[config.mk]
export PLATFORM = sky130hd
export DESIGN_NAME = ipi_ctrl
export DESIGN_NICKNAME = d
export VERILOG_FILES = /design/src/rtl/ipi_pkg.sv /design/src/rtl/ipi_wr_decode.sv /design/src/rtl/ipi_mask_reg.sv /design/src/rtl/ipi_pend_reg.sv /design/src/rtl/ipi_ctrl.sv
export SDC_FILE = /design/constraint.sdc
export NUM_CORES = 1
export LEC_CHECK = 0
export BUFFER_PORTS_ARGS = -buffer_cell sky130_fd_sc_hd__buf_2
export CAP_MARGIN = 20
export CORE_MARGIN = 5
export CORE_UTILIZATION = 54
export DETAILED_ROUTE_END_ITERATION = 12
export PLACE_DENSITY_LB_ADDON = 0.12
export SYNTH_ARGS = -nofsm -noshare
export SYNTH_HDL_FRONTEND = slang
export SYNTH_HIERARCHICAL = 1
export SYNTH_SLANG_ARGS = --single-unit
[constraint.sdc]
create_clock -name clk -period 1.76 [get_ports clk]
set_input_delay 0.176 -clock clk [delete_from_list [all_inputs] [get_ports clk]]
set_output_delay 0.176 -clock clk [all_outputs]
set_load 0.05 [all_outputs]
[src/rtl/ipi_pkg.sv]
package ipi_pkg;

    localparam int IDX_W = 3;

    // Register indices; decoders on both sides depend on these values.
    typedef enum logic [IDX_W-1:0] {
        IDX_MASK      = 3'd0,
        IDX_MASK_SET  = 3'd1,
        IDX_MASK_CLR  = 3'd2,
        IDX_PEND_CLR  = 3'd3,
        IDX_ACK       = 3'd4,
        IDX_TRIG      = 3'd5,
        IDX_MASKED    = 3'd6,
        IDX_RAW       = 3'd7
    } ipi_idx_e;

    // One strobe per write-side action.
    typedef struct packed {
        logic mask_set;
        logic mask_clr;
        logic pend_clr;
        logic ack;
        logic trig;
    } ipi_wstrb_t;

    function automatic logic idx_is_readable(input logic [IDX_W-1:0] idx);
        return (idx == IDX_MASK) || (idx == IDX_MASKED) || (idx == IDX_RAW);
    endfunction

endpackage

[src/rtl/ipi_wr_decode.sv]
module ipi_wr_decode
    import ipi_pkg::*;
(
    input  logic             wr_en,
    input  logic [IDX_W-1:0] wr_addr,
    output ipi_wstrb_t       strb
);
    always_comb begin
        strb = '0;
        if (wr_en) begin
            case (ipi_idx_e'(wr_addr))
                IDX_MASK_SET: strb.mask_set = 1'b1;
                IDX_MASK_CLR: strb.mask_clr = 1'b1;
                IDX_PEND_CLR: strb.pend_clr = 1'b1;
                IDX_ACK:      strb.ack      = 1'b1;
                IDX_TRIG:     strb.trig     = 1'b1;
                default:      strb          = '0;
            endcase
        end
    end
endmodule

[src/rtl/ipi_mask_reg.sv]
module ipi_mask_reg #(
    parameter int NSRC = 32
) (
    input  logic            clk,
    input  logic            rst,
    input  logic [NSRC-1:0] set_bits,
    input  logic [NSRC-1:0] clr_bits,
    output logic [NSRC-1:0] mask_q
);
    always_ff @(posedge clk) begin
        if (rst) mask_q <= '1;
        else     mask_q <= (mask_q | set_bits) & ~clr_bits;
    end

    // reset leaves every source disabled
    p_mask_reset_r1: assert property (@(posedge clk)
        rst |=> (mask_q == '1));

    // only bits written with a 1 may move
    p_mask_only_written_r2: assert property (@(posedge clk) disable iff (rst)
        1'b1 |=> (((mask_q ^ $past(mask_q)) & ~$past(set_bits | clr_bits)) == '0));

    // a clear-alias one leaves the mask bit at 0
    p_mask_clr_r3: assert property (@(posedge clk) disable iff (rst)
        1'b1 |=> ((mask_q & $past(clr_bits)) == '0));
endmodule

[src/rtl/ipi_pend_reg.sv]
module ipi_pend_reg #(
    parameter int NSRC = 32
) (
    input  logic            clk,
    input  logic            rst,
    input  logic [NSRC-1:0] raise_bits,
    input  logic [NSRC-1:0] drop_bits,
    output logic [NSRC-1:0] pend_q
);
    // A raise in the same cycle as a drop survives.
    always_ff @(posedge clk) begin
        if (rst) pend_q <= '0;
        else     pend_q <= (pend_q & ~drop_bits) | raise_bits;
    end

    // nothing pending after reset
    p_pend_reset_r1: assert property (@(posedge clk)
        rst |=> (pend_q == '0));

    // every raised bit is pending next cycle, cleared or not
    p_raise_kept_r8: assert property (@(posedge clk) disable iff (rst)
        1'b1 |=> ((pend_q & $past(raise_bits)) == $past(raise_bits)));

    // dropped bits with no raise are gone
    p_drop_clears_r4: assert property (@(posedge clk) disable iff (rst)
        1'b1 |=> ((pend_q & $past(drop_bits & ~raise_bits)) == '0));

    // a pending bit only leaves through a drop
    p_no_silent_loss_r11: assert property (@(posedge clk) disable iff (rst)
        1'b1 |=> (((~pend_q) & $past(pend_q & ~drop_bits)) == '0));
endmodule

[src/rtl/ipi_ctrl.sv]
module ipi_ctrl
    import ipi_pkg::*;
#(
    parameter int              NSRC   = 32,
    parameter logic [NSRC-1:0] EVT_EN = '1
) (
    input  logic             clk,
    input  logic             rst,
    input  logic             wr_en,
    input  logic [IDX_W-1:0] wr_addr,
    input  logic [NSRC-1:0]  wr_data,
    input  logic [IDX_W-1:0] rd_addr,
    output logic [NSRC-1:0]  rd_data,
    input  logic [NSRC-1:0]  hw_evt,
    output logic             irq
);
    ipi_wstrb_t      strb;
    logic [NSRC-1:0] set_bits, clr_bits, raise_bits, drop_bits;
    logic [NSRC-1:0] mask_q, pend_q, masked;

    ipi_wr_decode u_dec (
        .wr_en  (wr_en),
        .wr_addr(wr_addr),
        .strb   (strb)
    );

    assign set_bits   = strb.mask_set ? wr_data : '0;
    assign clr_bits   = strb.mask_clr ? wr_data : '0;
    assign drop_bits  = (strb.pend_clr || strb.ack) ? wr_data : '0;
    assign raise_bits = (strb.trig ? wr_data : '0) | (hw_evt & EVT_EN);

    ipi_mask_reg #(.NSRC(NSRC)) u_mask (
        .clk     (clk),
        .rst     (rst),
        .set_bits(set_bits),
        .clr_bits(clr_bits),
        .mask_q  (mask_q)
    );

    ipi_pend_reg #(.NSRC(NSRC)) u_pend (
        .clk       (clk),
        .rst       (rst),
        .raise_bits(raise_bits),
        .drop_bits (drop_bits),
        .pend_q    (pend_q)
    );

    assign masked = pend_q & ~mask_q;

    always_ff @(posedge clk) begin
        if (rst) irq <= 1'b0;
        else     irq <= |masked;
    end

    always_comb begin
        rd_data = '0;
        if (idx_is_readable(rd_addr)) begin
            case (ipi_idx_e'(rd_addr))
                IDX_MASK:   rd_data = mask_q;
                IDX_MASKED: rd_data = masked;
                IDX_RAW:    rd_data = pend_q;
                default:    rd_data = '0;
            endcase
        end
    end

    // output follows the pending/mask state one cycle later
    p_irq_lag_r10: assert property (@(posedge clk) disable iff (rst)
        1'b1 |=> (irq == |$past(pend_q & ~mask_q)));

    // output low right after reset
    p_irq_reset_r1: assert property (@(posedge clk)
        rst |=> !irq);

    // writes to read-only indices move neither register
    p_ro_write_r12: assert property (@(posedge clk) disable iff (rst)
        (wr_en && idx_is_readable(wr_addr) && hw_evt == '0) |=>
            ($stable(mask_q) && $stable(pend_q)));
endmodule

# Yosys cells after proc, flatten, opt, wreduce, memory -nomap -nowiden
# Cells that the tools add are included.
# Widths: inputs -> output; s select.
[word_totals]
ff_bits = 65
out_inout_bits = 33
word_cells = 36
[classes]
eq_ne = 7
mux = 12
n_bitwise = 9
n_reduce_logical = 5
[ops]
columns = ["op", "n"]
rows = [
  ["$mux 32", 5],
  ["$and 32x32->32", 3],
  ["$not 32->32", 3],
  ["$or 32x32->32", 3],
  ["$pmux 32 s3", 1],
  ["$reduce_or 32->1", 1],
  ["$eq 3x3->1 const B", 4],
  ["$eq 3x2->1 const B", 2],
  ["$mux 1", 5],
  ["$mux 5", 1],
  ["$eq 3x1->1 const B", 1],
  ["$logic_not 3->1", 1],
  ["$logic_or 1x1->1", 3],
]

# Logic depth before layout (Yosys ltp)
# Gate-level depths: netlist of the first run.
[logic_depth]
ltp_word = 8
ltp_mapped = 6
ltp_nobuf = 5

# Cells and area by module
# Netlist of the first run, hierarchy kept.
[modules_own_cells]
columns = ["mod", "n_inst", "cells_each", "area_each_um2", "seq_area_each_um2"]
rows = [
  ["ipi_ctrl", 1, 271, 1828.0, 20.0],
  ["ipi_pend_reg", 1, 131, 1154.9, 640.6],
  ["ipi_mask_reg", 1, 99, 1016.0, 640.6],
  ["ipi_wr_decode", 1, 5, 60.1, 0.0],
]

# Least setup slack after synthesis of the first run
# No wires, ideal clock.
[synth_path]
path_kind = "input-to-reg"
start = "in wr_addr[0]"
end = "reg u_pend.pend_q[12]"
setup_ps = 70
arrival_ps = 1255
t_required_ps = 1690
path_slack_ps = 435
stages = 6
n_path_buf = 1
path_cell_list = "and4bb_2 nor2_1 clkbuf_1 and2b_1 nand2b_1 a21oi_1"
[synth_via]
elab_chain_len = 8
word_cells_on_any_way = 14
cone_classes = "eq/ne: 3; mux: 6; bitwise: 4; reduce/logical: 1"
[synth_rtl]
columns = ["item", "line_no", "source"]
rows = [
  ["start, declared", "ipi_ctrl.sv:10", "input logic [IDX_W-1:0] wr_addr,"],
  ["$eq 3x2->1 or $eq 3x3->1 (tied branches)", "ipi_wr_decode.sv:11", "case (ipi_idx_e'(wr_addr))"],
  ["$mux 1", "ipi_wr_decode.sv:11", ""],
  ["$mux 5 *", "ipi_wr_decode.sv:10", "if (wr_en) begin"],
  ["$logic_or 1x1->1 *", "ipi_ctrl.sv:29", "assign drop_bits = (strb.pend_clr || strb.ack) ? wr_data : '0;"],
  ["$mux 32 *", "ipi_ctrl.sv:29", ""],
  ["net drop_bits[12]", "ipi_ctrl.sv:18", "logic [NSRC-1:0] set_bits, clr_bits, raise_bits, drop_bits;"],
  ["$not 32->32 *", "ipi_pend_reg.sv:13", "else pend_q <= (pend_q & ~drop_bits) | raise_bits;"],
  ["$and 32x32->32 *", "ipi_pend_reg.sv:13", ""],
  ["$or 32x32->32 *", "ipi_pend_reg.sv:13", ""],
  ["end signal, assigned", "ipi_pend_reg.sv:13", ""],
  ["end, declared", "ipi_pend_reg.sv:8", "output logic [NSRC-1:0] pend_q"],
]
# The timed path passes the listed nets; every way through them passes the cells marked *.
# A chain may end at the register's enable or synchronous reset.

# Final worst setup path of the first run
[layout_path]
start = "reg u_mask.mask_q[7]"
end = "out rd_data[7]"
[layout_via]
elab_chain_len = 4
[layout_rtl]
columns = ["item", "line_no", "source"]
rows = [
  ["start, declared", "ipi_mask_reg.sv:8", "output logic [NSRC-1:0] mask_q"],
  ["start signal, assigned", "ipi_mask_reg.sv:12", "else mask_q <= (mask_q | set_bits) & ~clr_bits;"],
  ["$not 32->32", "ipi_ctrl.sv:48", "assign masked = pend_q & ~mask_q;"],
  ["$and 32x32->32", "ipi_ctrl.sv:48", ""],
  ["$pmux 32 s3 *", "ipi_ctrl.sv:58", "case (ipi_idx_e'(rd_addr))"],
  ["$mux 32 *", "ipi_ctrl.sv:57", "if (idx_is_readable(rd_addr)) begin"],
  ["end, declared", "ipi_ctrl.sv:13", "output logic [NSRC-1:0] rd_data,"],
]
# Mark *: on every way between the ends. The rest lies on a longest branch, timed or not.

==> run metrics, run 1 <==
Arrival @ worst endpoint=between 1 and 1.5 ns; Final Skew=between 0.009 and 0.01 ns; max incr delay on CP=0.43 ns; CTS Buffer Depth=2; RSZ-0062 raised after global routing=no; setup TNS=0 ns; most frequent cells in the layout=buf_2, dfxtp_1, nand2b_1, and2_1, inv_1; TritonCTS clock tree=built; placed inst area=4640 um2; number of synthesized register bits=65; initial antenna violation count=0; Vias=3753; DR pass1 iterations=5; max_slew headroom=roughly 74%; wire per inst=15.5 um; CTS root buffer=clkbuf_8; Post-Layout Cell Count=706; Post-Syn Area=4060 um2; Cell Pwr Density=around 800 nW/um2; leakage power=between 2 and 3 nW; Die Y=96.7 um; Crit-path slowest cell=dfxtp_1; Max IR drop VDD=0.395 mV; adder-cell area share of the yosys netlist=0%; CP startpoint=u_mask/mask_q[7]; R2R depth=3; fin crit period=1.49 ns; final hold violations=0; Reg clk slew, reported paths=0.08 ns; GPL Wtd Cong=approximately 0.83; type of origin of the critical path=flop; chip width=96.7 um; cell count after synthesis=between 500 and 600; Synth Net Count=579; RR Startpoint=u_mask/mask_q[6]; PortBufs=105; Required @ worst endpoint=approximately 1.6 ns; worst-path cell chain=nand2b_1, a32o_1, buf_2; footprint of the multi-input gates=2330 um2; Total GRT Usage=23.2%; Worst Setup EP=rd_data[7]; Synth Area in Simple Gates=between 30% and 40%; # setup viols final=0; initial core utilization=between 50% and 60%; Worst-Skew Late Latency=0.34 ns; worst setup margin=0.272 ns; Vias/cell=~5.3; antenna-violating nets left=0; vias in the first global route=3771; Synth Warn #=6; Max Fclk=672 MHz; Resize count post-CTS=0; Final Cell Area=4880 um2; first-pass GRT wire length=18200 um; grt ovf=0; dpl ws=0.299 ns; commonest non-fill, non-tap cell in the layout=buf_2; MaxCap Viol Count=0; placed wire-length estimate=7490 um; Crit. End Element=primary output; Iter 0 DRT Violations=207; I/O pin count=106; htree depth=3; Worst Hold Class=input pin to flop; clock sink total=65; layout cell share with drive strength beyond 1=between 20% and 30%; post-synthesis cell type count=22; Core Region=7290 um2; number of diodes=0; Post-CTS Setup Bufs=0; mux contribution to synthesized area=0%; compound-cell area share of the yosys netlist=26.4%; Slew Viols, Final=0; Crit Path Max Fanout=4; Synth Area in XOR/XNOR=0%; r2r endpoint=irq; flop2flop setup slack=0.58 ns; DRC errors left=0; Post-CTS Hold Buffers=0; Syn Area/Cell=8.02 um2; die area=approximately 9300 um2; Final period util=84.6%; total CTS buffers=9; post-layout util=66.9%; dpl cells=690; Seq/Total Area, Yosys=32.1%; Total Routed Length=around 11000 um; slew at the pin closest to its max-slew limit=around 0.4 ns; largest net degree at the start of global routing=66; synthesis-to-finish area growth=20.3%; num rows=31; nets@finish=675; fillers=668; sequential cell area=1300 um2; combinational family with the most area after synthesis=simple AND/OR/NAND/NOR gates; kind of critical path=flop to primary output; status=completed
-- worst min-delay path by stage --
stage                      startpoint           endpoint  slack, ns  cells after the start
finish                     hw_evt[23]  u_pend/pend_q[23]       0.14                      4
global route                hw_evt[1]   u_pend/pend_q[1]       0.14                      4
CTS                        hw_evt[14]  u_pend/pend_q[14]       0.13                      4
floorplan                         rst  u_pend/pend_q[28]       0.25                      1
detailed placement  u_pend/pend_q[25]  u_pend/pend_q[25]       0.48                      2
global placement    u_pend/pend_q[30]  u_pend/pend_q[30]       0.48                      2
-- state kept, by name, indices dropped and copies added (netlist names) --
register and count:
u_pend/pend_q 32, irq 1, u_mask/mask_q 32
-- synthesized netlist by cell type, drive strengths merged --
master	number	share of area [%]
buf	14	3.3
nor2b	10	1.5
nor3	1	0.40
a21o	32	5.9
and4b	2	0.55
a32o	32	7.9
clkbuf	14	1.3
o22ai	16	2.5
a21oi	32	3.9
and2b	22	4.1
and2	65	10
and4bb	3	0.92
nor4	4	0.62
o21bai	32	5.9
a41oi	1	0.22
inv	64	5.9
nand2b	64	9.9
dfxtp	65	32
nor2	33	3.1
-- where the power goes --
part / internal (W) / leakage [nW] / switching, W
registers: 0.00155 / 0.537 / 0.0000693
clock network: 0.000940 / 0.115 / 0.000612
logic: 0.000293 / 2.06 / 0.000441
total: 0.00278 / 2.71 / 0.00112
-- critical path: cells and delay by family, from the launching register on --
| family | cells | cell delay, ns |
|---|---|---|
| AOI/OAI and AO/OA | 1 | 0.26 |
| buffers and inverters | 1 | 0.21 |
| DFF | 1 | 0.43 |
| and+or+nand+nor | 1 | 0.08 |
-- cell type report --
type	instances	area share [%]
tap	99	2.54
clock inverter	7	2.44
timing repair buffer	113	13.1
clock buffer	9	2.54
multi-input combinational	349	47.8
inverter	64	4.92
sequential	65	26.7
-- cells by family (layout without fill, tap and decap cells) --
kind of cell	count (synthesis)	after routing
buffers and inverters	92	193
flip-flops	65	65
AO/OA/AOI/OAI	145	145
AND/OR/NAND/NOR	204	204
-- per-stage QoR --
stage | power (W) | hold slack (ns)
finish | 0.00390 | 0.140
global placement | 0.00236 | 0.477
CTS | 0.00392 | 0.131
detailed placement | 0.00238 | 0.481
global route | 0.00407 | 0.142
floorplan | 0.00213 | 0.245
-- layer usage --
layer	up-vias	track usage [%]	share of wire [%]	wire [um]
met4	0	7.99	1.1	118
met3	12	4.46	6.1	668
met5	-	0	0	0
li1	1885	-	-	-
met2	130	36.7	46	5030
met1	1726	31.7	47	5150
No activity file was read; power rests on OpenSTA's default activity.
==> run 2, diff against run 1 <==
--- a/config.mk
+++ b/config.mk
@@ -8,7 +8,7 @@
 export BUFFER_PORTS_ARGS = -buffer_cell sky130_fd_sc_hd__buf_2
 export CAP_MARGIN = 20
 export CORE_MARGIN = 5
-export CORE_UTILIZATION = 54
+export CORE_UTILIZATION = 48
 export DETAILED_ROUTE_END_ITERATION = 12
 export PLACE_DENSITY_LB_ADDON = 0.12
 export SYNTH_ARGS = -nofsm -noshare
==> constraint.sdc (replaced) <==
create_clock -name clk -period 1.3 [get_ports clk]
set_input_delay 0.13 -clock clk [delete_from_list [all_inputs] [get_ports clk]]
set_output_delay 0.13 -clock clk [all_outputs]
set_load 0.05 [all_outputs]
==> run 2 against run 1 <==
The run now ends with negative setup slack left. Combinational power grew 65%. Clock skew shrank 0.0062 ns. Critical path depth up 1. Final cell count grew 5.5%. Die area is 11% higher. Power is 31% higher. Global-route usage rose by 0.37 points. Critical endpoint is now rd_data[20]. Largest cell class unchanged.
==> run metrics, run 2 (same netlist as run 1, synthesis figures left out) <==
synthesis-to-finish area growth=36.5%; antenna-violating nets left=0 (unchanged); I/O pin count=106 (unchanged); DR pass1 iterations=5 (unchanged); type of origin of the critical path=flop; CTS root buffer=clkbuf_8; fin crit period=1.39 ns; violated checks=negative setup slack; Max Fclk=roughly 700 MHz; Die Y=102 um (+5.4%); biggest regs=u_mask/mask_q (32), u_pend/pend_q (32), irq (1); DRC errors left=0 (unchanged); htree depth=3 (unchanged); layout cell share with drive strength beyond 1=36.3% (+14 points); vias in the first global route=3905 (+3.6%); Crit. End Element=primary output; Final period util=107%; Final Skew=0.00378 ns (-0.00621 ns); Required @ worst endpoint=1.17 ns (-0.41 ns); post-layout util=67.4% (+0.48 points); grt ovf=0 (unchanged); slew at the pin closest to its max-slew limit=0.329 ns (-0.0681 ns); nets@finish=708 (+4.9%); kind of critical path=flop to primary output; num rows=33 (+6.5%); total power=0.00511 W (+31%); RSZ-0062 raised after global routing=yes; chip width=102 um (+5.4%); initial core utilization=49.4% (-6.3 points); CTS Buffer Depth=2 (unchanged); CP top delay family=flip-flops; Max IR drop VDD=0.511 mV (+29%); final hold violations=0 (unchanged); CP Buf/Inv Count=2 (+1); max incr delay on CP=0.34 ns (-0.09 ns); MaxCap Viol Count=0 (unchanged); first-pass GRT wire length=19200 um (+5.5%); Total Routed Length=12100 um (+9.9%); worst-path cell chain=buf_6, nand2b_1, a32o_2, buf_8; total CTS buffers=9 (unchanged); most frequent cells in the layout=buf_2, and2_1, inv_1; dpl cells=706 (+2.3%); leakage power=3.08 nW (+13%); largest net degree at the start of global routing=43 (-35%); Post-CTS Hold Buffers=0 (unchanged); Worst Hold Class=input pin to flop; commonest non-fill, non-tap cell in the layout=buf_2; Post-Layout Cell Count=745 (+5.5%); Total GRT Usage=23.6% (+0.37 points); worst setup margin=-0.0931 ns (-0.365 ns); Worst-Skew Late Latency=0.34 ns (about the same); number of diodes=0 (unchanged); setup TNS=-0.244 ns (-0.244 ns); Vias/cell=5.27 (-0.89%); max_slew headroom=78.0% (+4.5 points); Iter 0 DRT Violations=200 (-3.4%); GPL Wtd Cong=0.817 (-1.7%); wire per inst=16.2 um (+4.1%); Crit-path slowest cell=dfxtp_2; Core Region=8220 um2 (+13%); Vias=3925 (+4.6%); status=complete, but fails checks; Cell Pwr Density=922 nW/um2 (+15%); clock sink total=65 (unchanged); PortBufs=105 (unchanged); TritonCTS clock tree=built; Arrival @ worst endpoint=1.26 ns (-0.05 ns); initial antenna violation count=0 (unchanged); Slew Viols, Final=0 (unchanged); die area=10400 um2 (+11%); placed wire-length estimate=7720 um (+3.0%); # setup viols final=11 (+11); Crit Path Max Fanout=3 (-1); Reg clk slew, reported paths=0.07 ns (about the same)
==> run 2: cell types whose count changed in the layout (fill, tap and decap cells not counted), sizes merged <==
cell      previous run  this run
clkinvlp             2         0
bufinv               3         1
clkbuf               9        13
buf                113       146
==> run 2: metal layers <==
metal,global-route usage [%],share of wire (%),vias to the layer above
met5,0,0,-
met4,7.06,1.1,0
met3,5.60,6.5,12
met2,37.6,46,110
met1,31.9,46,1849
li1,-,-,1954
==> run 2: path summary, 6_finish.rpt <==
kind	cells past startpoint	slack, ns	from	end
worst max-delay path	4	-0.09	u_mask/mask_q[20]	rd_data[20]
worst min-delay path	4	0.1	hw_evt[5]	u_pend/pend_q[5]
worst max register to register	5	0.04	u_mask/mask_q[22]	irq
worst min register to register	2	0.49	u_pend/pend_q[8]	u_pend/pend_q[8]
==> run 2: worst register-to-register path, stage by stage, from the launching register on <==
cell and delay [ns]:
dfxtp_2 0.34, buf_4 0.11, o22ai_2 0.07, nor4_2 0.36, buf_4 0.17, a41oi_1 0.09
==> run 2: metrics by stage <==
stage | hold WS, ns | setup WS [ns] | area (um2)
detailed placement | 0.447 | -0.0823 | 4810
global route | 0.101 | -0.136 | 5540
CTS | 0.0832 | -0.0952 | 5500
finish | 0.0953 | -0.0931 | 5540
floorplan | 0.199 | 0.0213 | 4060
global placement | 0.433 | -0.0526 | 4810
==> run 2: final cells by class <==
class                           count  area, um2
Tap cell                          105        131
Inverter                           64        240
Timing Repair Buffer              146       1230
Clock buffer                       13        149
Fill cell                         699       2680
Sequential cell                    65       1350
Clock inverter                      3       40.0
Multi-Input combinational cell    349       2400
==> run 2: power by group <==
part	internal (W)	total, W	switching (W)
clock	0.000935	0.00172	0.000783
combinational	0.000561	0.00121	0.000646
sequential	0.00209	0.00218	0.0000871
==> run 2: timing repair <==
item / in CTS / in global routing
buffers inserted: 23 / 1
endpoints found under the setup margin: 33 / 33
gates resized for setup: 137 / 12
pin swaps: 23 / 7
